File: config.mk
export PLATFORM = sky130hd
export DESIGN_NAME = msi_cap_regs
export DESIGN_NICKNAME = d
export VERILOG_FILES = /design/src/rtl/msi_cap_pkg.sv /design/src/rtl/msi_cap_decode.sv /design/src/rtl/msi_cap_ctrl.sv /design/src/rtl/msi_cap_vecregs.sv /design/src/rtl/msi_cap_regs.sv
export SDC_FILE = /design/constraint.sdc
export NUM_CORES = 1
export LEC_CHECK = 0
export ABC_AREA = 1
export BUFFER_PORTS_ARGS = -buffer_cell sky130_fd_sc_hd__buf_2
export CORE_ASPECT_RATIO = 0.5
export CORE_MARGIN = 2
export CORE_UTILIZATION = 56
export CTS_BUF_LIST = sky130_fd_sc_hd__clkbuf_8
export CTS_CLUSTER_DIAMETER = 50
export DETAILED_ROUTE_END_ITERATION = 8
export PLACE_DENSITY = 0.91
export SYNTH_ARGS = -nofsm -noshare
export SYNTH_HDL_FRONTEND = slang
export SYNTH_SLANG_ARGS = --single-unit
File: constraint.sdc
create_clock -name clk -period 1.4 [get_ports clk]
set_input_delay 0.07 -clock clk [delete_from_list [all_inputs] [get_ports clk]]
set_output_delay 0.07 -clock clk [all_outputs]
set_load 0.03 [all_outputs]
File: src/rtl/msi_cap_pkg.sv
package msi_cap_pkg;
  localparam int MAX_VEC  = 32;
  localparam int DW_IDX_W = 3;

  typedef struct packed {
    logic ctrl;
    logic alo;
    logic ahi;
    logic data;
    logic mask;
    logic pend;
  } msi_sel_t;

  function automatic int cap_len_bytes(bit a64, bit pvm);
    if (pvm) return a64 ? 24 : 20;
    return a64 ? 14 : 10;
  endfunction

  function automatic int data_dw(bit a64);
    return a64 ? 3 : 2;
  endfunction

  function automatic logic [MAX_VEC-1:0] low_ones(int n);
    logic [MAX_VEC-1:0] r;
    for (int i = 0; i < MAX_VEC; i++) r[i] = (i < n);
    return r;
  endfunction
endpackage

File: src/rtl/msi_cap_decode.sv
module msi_cap_decode
  import msi_cap_pkg::*;
#(
  parameter bit ADDR64 = 1'b1,
  parameter bit PVM    = 1'b1
) (
  input  logic [DW_IDX_W-1:0] dw,
  input  logic [3:0]          be,
  output msi_sel_t            sel,
  output logic                in_cap
);
  localparam int CAP_LEN = cap_len_bytes(ADDR64, PVM);
  localparam int DDW     = data_dw(ADDR64);

  logic [3:0] byte_hit;

  for (genvar b = 0; b < 4; b++) begin : g_byte
    assign byte_hit[b] = be[b] && ((int'(dw) * 4 + b) < CAP_LEN);
  end

  assign in_cap = |byte_hit;

  always_comb begin
    sel = '0;
    if (in_cap) begin
      sel.ctrl = (int'(dw) == 0);
      sel.alo  = (int'(dw) == 1);
      sel.ahi  = ADDR64 && (int'(dw) == 2);
      sel.data = (int'(dw) == DDW);
      sel.mask = PVM && (int'(dw) == DDW + 1);
      sel.pend = PVM && (int'(dw) == DDW + 2);
    end
  end
endmodule

File: src/rtl/msi_cap_ctrl.sv
module msi_cap_ctrl
  import msi_cap_pkg::*;
#(
  parameter int MMC = 3
) (
  input  logic               clk,
  input  logic               rst_n,
  input  logic               wr_ctrl,
  input  logic               w_en,
  input  logic [2:0]         w_mme,
  input  logic               wr_land,
  output logic               en_q,
  output logic [2:0]         mme_q,
  output logic [2:0]         grant,
  output logic               prune,
  output logic [MAX_VEC-1:0] prune_mask
);
  localparam logic [2:0] MMC3 = 3'(MMC);

  logic       en_nx;
  logic [2:0] mme_w;
  logic [2:0] mme_nx;

  always_comb begin
    en_nx      = wr_ctrl ? w_en  : en_q;
    mme_w      = wr_ctrl ? w_mme : mme_q;
    prune      = wr_land && en_nx;
    mme_nx     = (prune && (mme_w > MMC3)) ? MMC3 : mme_w;
    prune_mask = low_ones(1 << mme_nx);
  end

  assign grant = (mme_q > MMC3) ? MMC3 : mme_q;

  always_ff @(posedge clk or negedge rst_n) begin
    if (!rst_n) begin
      en_q  <= 1'b0;
      mme_q <= 3'd0;
    end else begin
      en_q  <= en_nx;
      mme_q <= mme_nx;
    end
  end
endmodule

File: src/rtl/msi_cap_vecregs.sv
module msi_cap_vecregs
  import msi_cap_pkg::*;
#(
  parameter int NUM_VEC = 8,
  parameter bit PVM     = 1'b1
) (
  input  logic               clk,
  input  logic               rst_n,
  input  logic               wr_mask,
  input  logic [31:0]        wdata,
  input  logic [31:0]        byte_mask,
  input  logic [MAX_VEC-1:0] pend_set,
  input  logic [MAX_VEC-1:0] pend_clr,
  input  logic               prune,
  input  logic [MAX_VEC-1:0] prune_mask,
  output logic [MAX_VEC-1:0] mask_q,
  output logic [MAX_VEC-1:0] pend_q
);
  localparam logic [MAX_VEC-1:0] VMASK = PVM ? low_ones(NUM_VEC) : '0;

  logic [MAX_VEC-1:0] mask_nx;
  logic [MAX_VEC-1:0] pend_nx;

  always_comb begin
    mask_nx = mask_q;
    if (wr_mask) mask_nx = (mask_q & ~byte_mask) | (wdata & byte_mask);
    mask_nx = mask_nx & VMASK;
    pend_nx = ((pend_q & ~pend_clr) | pend_set) & VMASK;
    if (prune) pend_nx = pend_nx & prune_mask;
  end

  always_ff @(posedge clk or negedge rst_n) begin
    if (!rst_n) begin
      mask_q <= '0;
      pend_q <= '0;
    end else begin
      mask_q <= mask_nx;
      pend_q <= pend_nx;
    end
  end
endmodule

File: src/rtl/msi_cap_regs.sv
module msi_cap_regs
  import msi_cap_pkg::*;
#(
  parameter int NUM_VEC = 8,
  parameter bit ADDR64  = 1'b1,
  parameter bit PVM     = 1'b1
) (
  input  logic                clk,
  input  logic                rst_n,
  input  logic                reg_wr,
  input  logic                reg_rd,
  input  logic [DW_IDX_W-1:0] reg_dw,
  input  logic [3:0]          reg_be,
  input  logic [31:0]         reg_wdata,
  output logic [31:0]         reg_rdata,
  input  logic [MAX_VEC-1:0]  pend_set,
  input  logic [MAX_VEC-1:0]  pend_clr,
  output logic                msi_en,
  output logic [2:0]          vec_grant_log2,
  output logic                intx_deassert
);
  localparam int          MMC     = $clog2(NUM_VEC);
  localparam logic [31:0] ALO_WM  = 32'hFFFF_FFFC;
  localparam logic [31:0] DATA_WM = 32'h0000_FFFF;

  msi_sel_t wsel, rsel;
  logic     w_in_cap, r_in_cap, wr_land;
  logic [31:0] byte_mask;

  msi_cap_decode #(.ADDR64(ADDR64), .PVM(PVM)) u_wdec (
    .dw(reg_dw), .be(reg_be), .sel(wsel), .in_cap(w_in_cap)
  );
  msi_cap_decode #(.ADDR64(ADDR64), .PVM(PVM)) u_rdec (
    .dw(reg_dw), .be(4'hF), .sel(rsel), .in_cap(r_in_cap)
  );

  assign wr_land = reg_wr && w_in_cap;

  logic unused_pend_wr;
  assign unused_pend_wr = wsel.pend;

  for (genvar b = 0; b < 4; b++) begin : g_bm
    assign byte_mask[8*b +: 8] = {8{reg_be[b]}};
  end

  // address low and message data
  logic [31:0] alo_q, data_q;
  always_ff @(posedge clk or negedge rst_n) begin
    if (!rst_n) begin
      alo_q  <= '0;
      data_q <= '0;
    end else begin
      if (wr_land && wsel.alo)
        alo_q <= (alo_q & ~byte_mask) | (reg_wdata & byte_mask & ALO_WM);
      if (wr_land && wsel.data)
        data_q <= (data_q & ~byte_mask) | (reg_wdata & byte_mask & DATA_WM);
    end
  end

  // address high only in the 64-bit layout
  logic [31:0] ahi_q;
  if (ADDR64) begin : g_ahi
    always_ff @(posedge clk or negedge rst_n) begin
      if (!rst_n)                 ahi_q <= '0;
      else if (wr_land && wsel.ahi) ahi_q <= (ahi_q & ~byte_mask) | (reg_wdata & byte_mask);
    end
  end else begin : g_no_ahi
    assign ahi_q = '0;
  end

  // message control
  logic               en_q, prune;
  logic [2:0]         mme_q;
  logic [MAX_VEC-1:0] prune_mask;

  msi_cap_ctrl #(.MMC(MMC)) u_ctrl (
    .clk(clk), .rst_n(rst_n),
    .wr_ctrl(wr_land && wsel.ctrl && reg_be[2]),
    .w_en(reg_wdata[16]), .w_mme(reg_wdata[22:20]),
    .wr_land(wr_land),
    .en_q(en_q), .mme_q(mme_q), .grant(vec_grant_log2),
    .prune(prune), .prune_mask(prune_mask)
  );

  // mask and pending words
  logic [MAX_VEC-1:0] mask_q, pend_q;

  msi_cap_vecregs #(.NUM_VEC(NUM_VEC), .PVM(PVM)) u_vec (
    .clk(clk), .rst_n(rst_n),
    .wr_mask(wr_land && wsel.mask),
    .wdata(reg_wdata), .byte_mask(byte_mask),
    .pend_set(pend_set), .pend_clr(pend_clr),
    .prune(prune), .prune_mask(prune_mask),
    .mask_q(mask_q), .pend_q(pend_q)
  );

  // read path
  logic [31:0] ctrl_word, rd_mux;
  assign ctrl_word = {7'd0, PVM, ADDR64, mme_q, 3'(MMC), en_q, 16'd0};

  always_comb begin
    rd_mux = '0;
    if (r_in_cap) begin
      if (rsel.ctrl) rd_mux = ctrl_word;
      if (rsel.alo)  rd_mux = alo_q;
      if (rsel.ahi)  rd_mux = ahi_q;
      if (rsel.data) rd_mux = data_q;
      if (rsel.mask) rd_mux = mask_q;
      if (rsel.pend) rd_mux = pend_q;
    end
  end

  always_ff @(posedge clk or negedge rst_n) begin
    if (!rst_n)      reg_rdata <= '0;
    else if (reg_rd) reg_rdata <= rd_mux;
  end

  assign msi_en        = en_q;
  assign intx_deassert = en_q;
endmodule

# After elaboration in Yosys (flattened, before gate mapping)

Cells that the tools add are included.

Memories kept: 0
ROM bits: 0
Latch bits: 0
Bits in writable memories: 0
Register bits: 172
Logic and storage cells: 99

Eq/ne operators: 5
Reductions and logical operators: 16
Bitwise gates (word level): 14
Add/sub/neg operators: 3
Muxes and demuxes: 14
$mul: 0
Shift-type cells: 1
Div/mod/pow operators: 0
Order comparisons: 38

Operator list:

| cell                                                         | number |
|---|---|
| less-than comparator 6 x 32 -> 1 bit (first input constant)  | 16 |
| less-than comparator 5 x 32 -> 1 bit (first input constant)  | 8 |
| two-way mux 32 bit                                           | 7 |
| AND 32 bit                                                   | 4 |
| less-than comparator 4 x 32 -> 1 bit (first input constant)  | 4 |
| less-than comparator 32 x 6 -> 1 bit (second input constant) | 3 |
| less-than comparator 3 x 32 -> 1 bit (first input constant)  | 2 |
| OR 32 bit                                                    | 2 |
| AND 8 x 32 -> 32 bit                                         | 1 |
| less-than comparator 1 x 32 -> 1 bit (first input constant)  | 1 |
| less-than comparator 2 x 32 -> 1 bit (first input constant)  | 1 |
| inverter 32 bit                                              | 1 |
| OR 32 x 16 -> 32 bit                                         | 1 |
| left shift 1 x 3 -> 32 bit (first input constant)            | 1 |
| two-way mux 25 bit                                           | 1 |
| AND 8 bit                                                    | 2 |
| OR 8 bit                                                     | 2 |
| logical AND 1 bit                                            | 13 |
| adder 5 x 2 -> 6 bit (second input constant)                 | 2 |
| == test 3 bit (second input constant)                        | 4 |
| two-way mux 6 bit                                            | 2 |
| two-way mux 3 bit                                            | 3 |
| inverter 8 bit                                               | 1 |
| OR reduction 4 bit                                           | 2 |
| other kinds (6)                                              | 7 |

# Longest topological paths before layout

Depth after elaboration: 15
Gate-level depth with buffers: 11

# By module

Synthesis repeated with hierarchy kept, for this count alone.

Cells, all modules: 1,072
Area total of the unflattened synthesis: 8,105.3 um^2

Modules (own cells, without submodules):

| module          | area an instance (um^2) | cells an instance | sequential area each (um^2) | times used |
|---|---|---|---|---|
| msi_cap_regs    | 6,212.2                 | 798               | 3,203.1                     | 1 |
| msi_cap_vecregs | 1,109.8                 | 140               | 400.4                       | 1 |
| msi_cap_ctrl    | 525.5                   | 74                | 100.1                       | 1 |
| msi_cap_decode  | 128.9                   | 30                | 0.0                         | 2 |

# Worst setup path after synthesis

Ideal clock, no wire load.

Kind: register -> register
From: reg u_ctrl.en_q
To: reg u_vec.pend_q[6]
Cell stages (with the launch flop): 7
Data required time: 1.281 ns
Arrival time: 1.156 ns
Buffers on the path: 0
Slack: 0.125 ns
Path through: dfrtp_1 > o21bai_1 > nand2_1 > nor2_2 > nand3_1 > nand2_1 > nor2_1

Cells in the longest elaborated chain, start to end: 8

RTL lines:

| item                                 | line                  | text |
|---|---|---|
| start: declaration                   | msi_cap_ctrl.sv:12    | `output logic en_q,` |
| start signal: assignment             | msi_cap_ctrl.sv:39    | `en_q <= en_nx;` |
| two-way mux 1 bit *                  | msi_cap_ctrl.sv:25    | `en_nx = wr_ctrl ? w_en : en_q;` |
| logical AND 1 bit *                  | msi_cap_ctrl.sv:27    | `prune = wr_land && en_nx;` |
| logical AND 1 bit                    | msi_cap_ctrl.sv:28    | `mme_nx = (prune && (mme_w > MMC3)) ? MMC3 : mme_w;` |
| two-way mux 3 bit                    | msi_cap_ctrl.sv:28    |  |
| left shift 1 x 3 -> 32 bit           | msi_cap_ctrl.sv:29    | `prune_mask = low_ones(1 << mme_nx);` |
| less-than comparator 4 x 32 -> 1 bit | msi_cap_pkg.sv:25     | `for (int i = 0; i < MAX_VEC; i++) r[i] = (i < n);` |
| AND 8 x 32 -> 32 bit                 | msi_cap_vecregs.sv:29 | `if (prune) pend_nx = pend_nx & prune_mask;` |
| two-way mux 32 bit *                 | msi_cap_vecregs.sv:29 |  |
| named net u_vec.pend_nx[6]           | msi_cap_vecregs.sv:22 | `logic [MAX_VEC-1:0] pend_nx;` |
| end signal: assignment               | msi_cap_vecregs.sv:38 | `pend_q <= pend_nx;` |
| end: declaration                     | msi_cap_vecregs.sv:17 | `output logic [MAX_VEC-1:0] pend_q` |

The timed path passes the listed nets; every way through them passes the cells marked *.
A chain may end at the register's enable or synchronous reset.

# Worst setup path after layout

From: reg u_ctrl.mme_q[2]
To: out vec_grant_log2[1]

Cells in the longest elaborated chain, start to end: 2

RTL lines:

| item                                   | line               | text |
|---|---|---|
| start: declaration                     | msi_cap_ctrl.sv:13 | `output logic [2:0] mme_q,` |
| start signal: assignment               | msi_cap_ctrl.sv:40 | `mme_q <= mme_nx;` |
| greater-than comparator 3 x 2 -> 1 bit | msi_cap_ctrl.sv:32 | `assign grant = (mme_q > MMC3) ? MMC3 : mme_q;` |
| two-way mux 3 bit                      | msi_cap_ctrl.sv:32 |  |
| end: declaration                       | msi_cap_regs.sv:19 | `output logic [2:0] vec_grant_log2,` |

Every way passes these cells.

==> flow_summary_export.csv <==
group,metric,value,unit
run_status,status,"finished clean",
floorplan,rows,27,
critical_path,worst_setup_path_end_kind,"output port",
synth,synthesis.area,0.00628,sq mm
clock_tree,clk_pin_slew,90,ps
timing,post-route-min-period,1390,ps
critical_path,critPathMaxFanout,2,
global_route,overflow,0,
clock_tree,insertion_delay,440,ps
global_route,grt_max_degree,53,
cells_and_area,fin_util,73.7,%
timing,finalSetupViolCount,0,
critical_path,cpMostUsedCell,"buf_4",
power_and_ir_drop,p_leak,4.12,nW
critical_path,crit_path_start_kind,"register",
synth,synth_most_common_cell,"nand2_1",
route,finalWirelength,17.1,mm
cells_and_area,drive_above_1_share,21.1,%
clock_tree,cts_inserted_buffers,17,
floorplan,chipHeight,78.9,um
synth,synth.area.top_cells,"dfrtp_1 59%, nand2_1 9.8%, o21ai_1 7.6%",
timing,slew_violations,0,
route,antenna_left,0,
synth,synthXorXnorAreaFrac,0,%
synth,synth-seq-cells,148,
min_path,hp-class,"primary input to register",
synth,yosysWarningCount,0,
global_route,grt_usage,29.6,%
synth,synth_nets,817,
cells_and_area,finalNetCount,990,
cells_and_area,diodes,0,
synth,synth_top_area_share,59.0,%
synth,synthArstFlopShare,100,%
route,drc,0,
critical_path,crit_type,"register to output port",
synth,synthMuxAreaShare,0,%
timing,finalSetupTns,0,ps
placed_design,dp_slack,-58.7,ps
timing,min_period_over_period,99.0,%
placed_design,gp_congestion,0.825,
route,drt-initial-drc-count,510,
global_route,antenna_found_initial,0,
clock_tree,cts_sinks,148,
floorplan,ios,144,
floorplan,die_area,0.0121,sq mm
cells_and_area,syn_to_final_growth,28.4,%
synth,synth_top_family_by_area,"compound AO/OA/AOI/OAI gates",
timing,max_freq,722,MHz
synth,avgSynthCellArea,8.85,sq um
power_and_ir_drop,ir_worst_vdd,0.640,mV
clock_tree,cts_tree,"built",
clock_tree,cts_buffer_depth,2,
global_route,grt_pass1_wl,28.2,mm
synth,synthCells,710,
placed_design,postPlaceCellArea,0.00712,sq mm
placed_design,numPortBuffers,94,
critical_path,cp_slowest_cell,"dfrtp_1",
synth,synthAdderAreaFrac,0,%
synth,yosys.area_share.simple,15.3,%
power_and_ir_drop,powerDensity,1380,mW/mm^2
timing,setup_ws,14.0,ps
cells_and_area,design_area,0.00806,sq mm
route,drtPass1Iterations,5,
timing,timing.hold.ws,129,ps
synth,synth_edf_count,0,
floorplan,die_w,154,um
synth,ys.flop_type,"dfrtp_1",
global_route,grt_pass1_vias,5911,
route,wl_per_cell,16.4,um
synth,synthDistinctLibCells,27,
critical_path,arrival,1320,ps
clock_tree,cts_max_level,4,
floorplan,initial_core_util,57.4,%
placed_design,hpwlAfterDp,10.6,mm
floorplan,core,0.0109,sq mm
timing,clock_skew,11.7,ps
route,vias,5875,
critical_path,r2r_slack,110,ps
critical_path,worstPathCellList,"buf_4 > inv_1 > nand2_1 > buf_4",
timing,finalHoldViolations,0,
critical_path,worst_ep_required_time,1330,ps
synth,yosysSeqAreaShare,59.0,%
synth,yosysTopAreaCell,"dfrtp_1",
critical_path,cpPeakStageDelay,400,ps
synth,synthTopCellsByCount,"164 x nand2_1, 148 x dfrtp_1, 96 x o21ai_1, 76 x inv_1, 63 x o21ai_0",
route,vias_per_cell,5.65,
job,max_cap_viol_count,0,
synth,synth_compound_area_share,18.7,%
clock_tree,clockRootBuffer,"clkbuf_8",
[where the power goes]
part | switching [mW] | internal [mW] | total, mW
logic | 1.27 | 0.860 | 2.13
registers | 0.462 | 5.08 | 5.54
clock network | 1.64 | 1.80 | 3.45
[kinds of logic (layout without fill, tap and decap cells)]
group                  count (synthesis)  count (layout)
buffers and inverters                111             296
and+or+nand+nor                      234             234
DFF                                  148             148
AOI/OAI and AO/OA                    216             216
other                                  1               1
[layout by cell type (no fill, tap or decap), types with 9 or more instances in the layout]
| cell | instances |
|---|---|
| buf_4 | 38 |
| dlygate4sd3_1 | 50 |
| a221oi_1 | 16 |
| o21ai_1 | 96 |
| nand2_2 | 10 |
| nor2_1 | 41 |
| nand2_1 | 163 |
| a21oi_1 | 24 |
| nand3_1 | 9 |
| inv_1 | 77 |
| dfrtp_1 | 148 |
| clkbuf_8 | 18 |
| buf_2 | 91 |
| o21ai_0 | 63 |
[layout make-up]
cell class	instances	area [sq um]
clock buffer	18	248
clock inverter	13	156
fill	708	2880
inverter	81	304
multi-input combinational	451	2140
sequential	148	3700
tap	145	181
timing repair buffer	184	1330
[critical path, delay by kind of cell (launching register included)]
| family | cells | cell delay, ps |
|---|---|---|
| flops | 1 | 400 |
| buf+inv | 3 | 410 |
| simple gates | 1 | 90 |
[per-layer routing]
layer  vias up  GRT usage [%]  part of all wire (%)
li1       2671              -                     -
met1      2807           37.7                    39
met2       325           49.0                    49
met3        72           6.50                   8.3
met4         0           14.3                   3.5
met5         -              0                     0
[through the flow]
stage               power (mW)  std cells
floorplan                 6.72        710
global placement          7.31        955
detailed placement        7.46        955
CTS                       11.0       1037
global route              11.6       1040
finish                    11.1       1040
[worst paths after layout]
| kind | depth (start not counted) | end | start |
|---|---|---|---|
| max reg2reg | 5 | u_vec.pend_q[7] | u_vec.pend_q[7] |
| min in group asynchronous | 2 | data_q[28] | rst_n |
| min reg2reg | 2 | reg_rdata[7] | reg_rdata[7] |
| max | 4 | vec_grant_log2[1] | u_ctrl.mme_q[2] |
| min | 4 | data_q[19] | reg_be[2] |
| max in group asynchronous | 3 | asynchronous set/reset pin | rst_n |
[repair_timing]
action                                  CTS  global route
endpoints found under the setup margin    1             6
setup buffers                             1             3
gates resized for setup                   1             3
endpoints found under the hold margin   245             0
hold buffers                             50             0
Note: power is estimated with default switching activity, not from simulation.
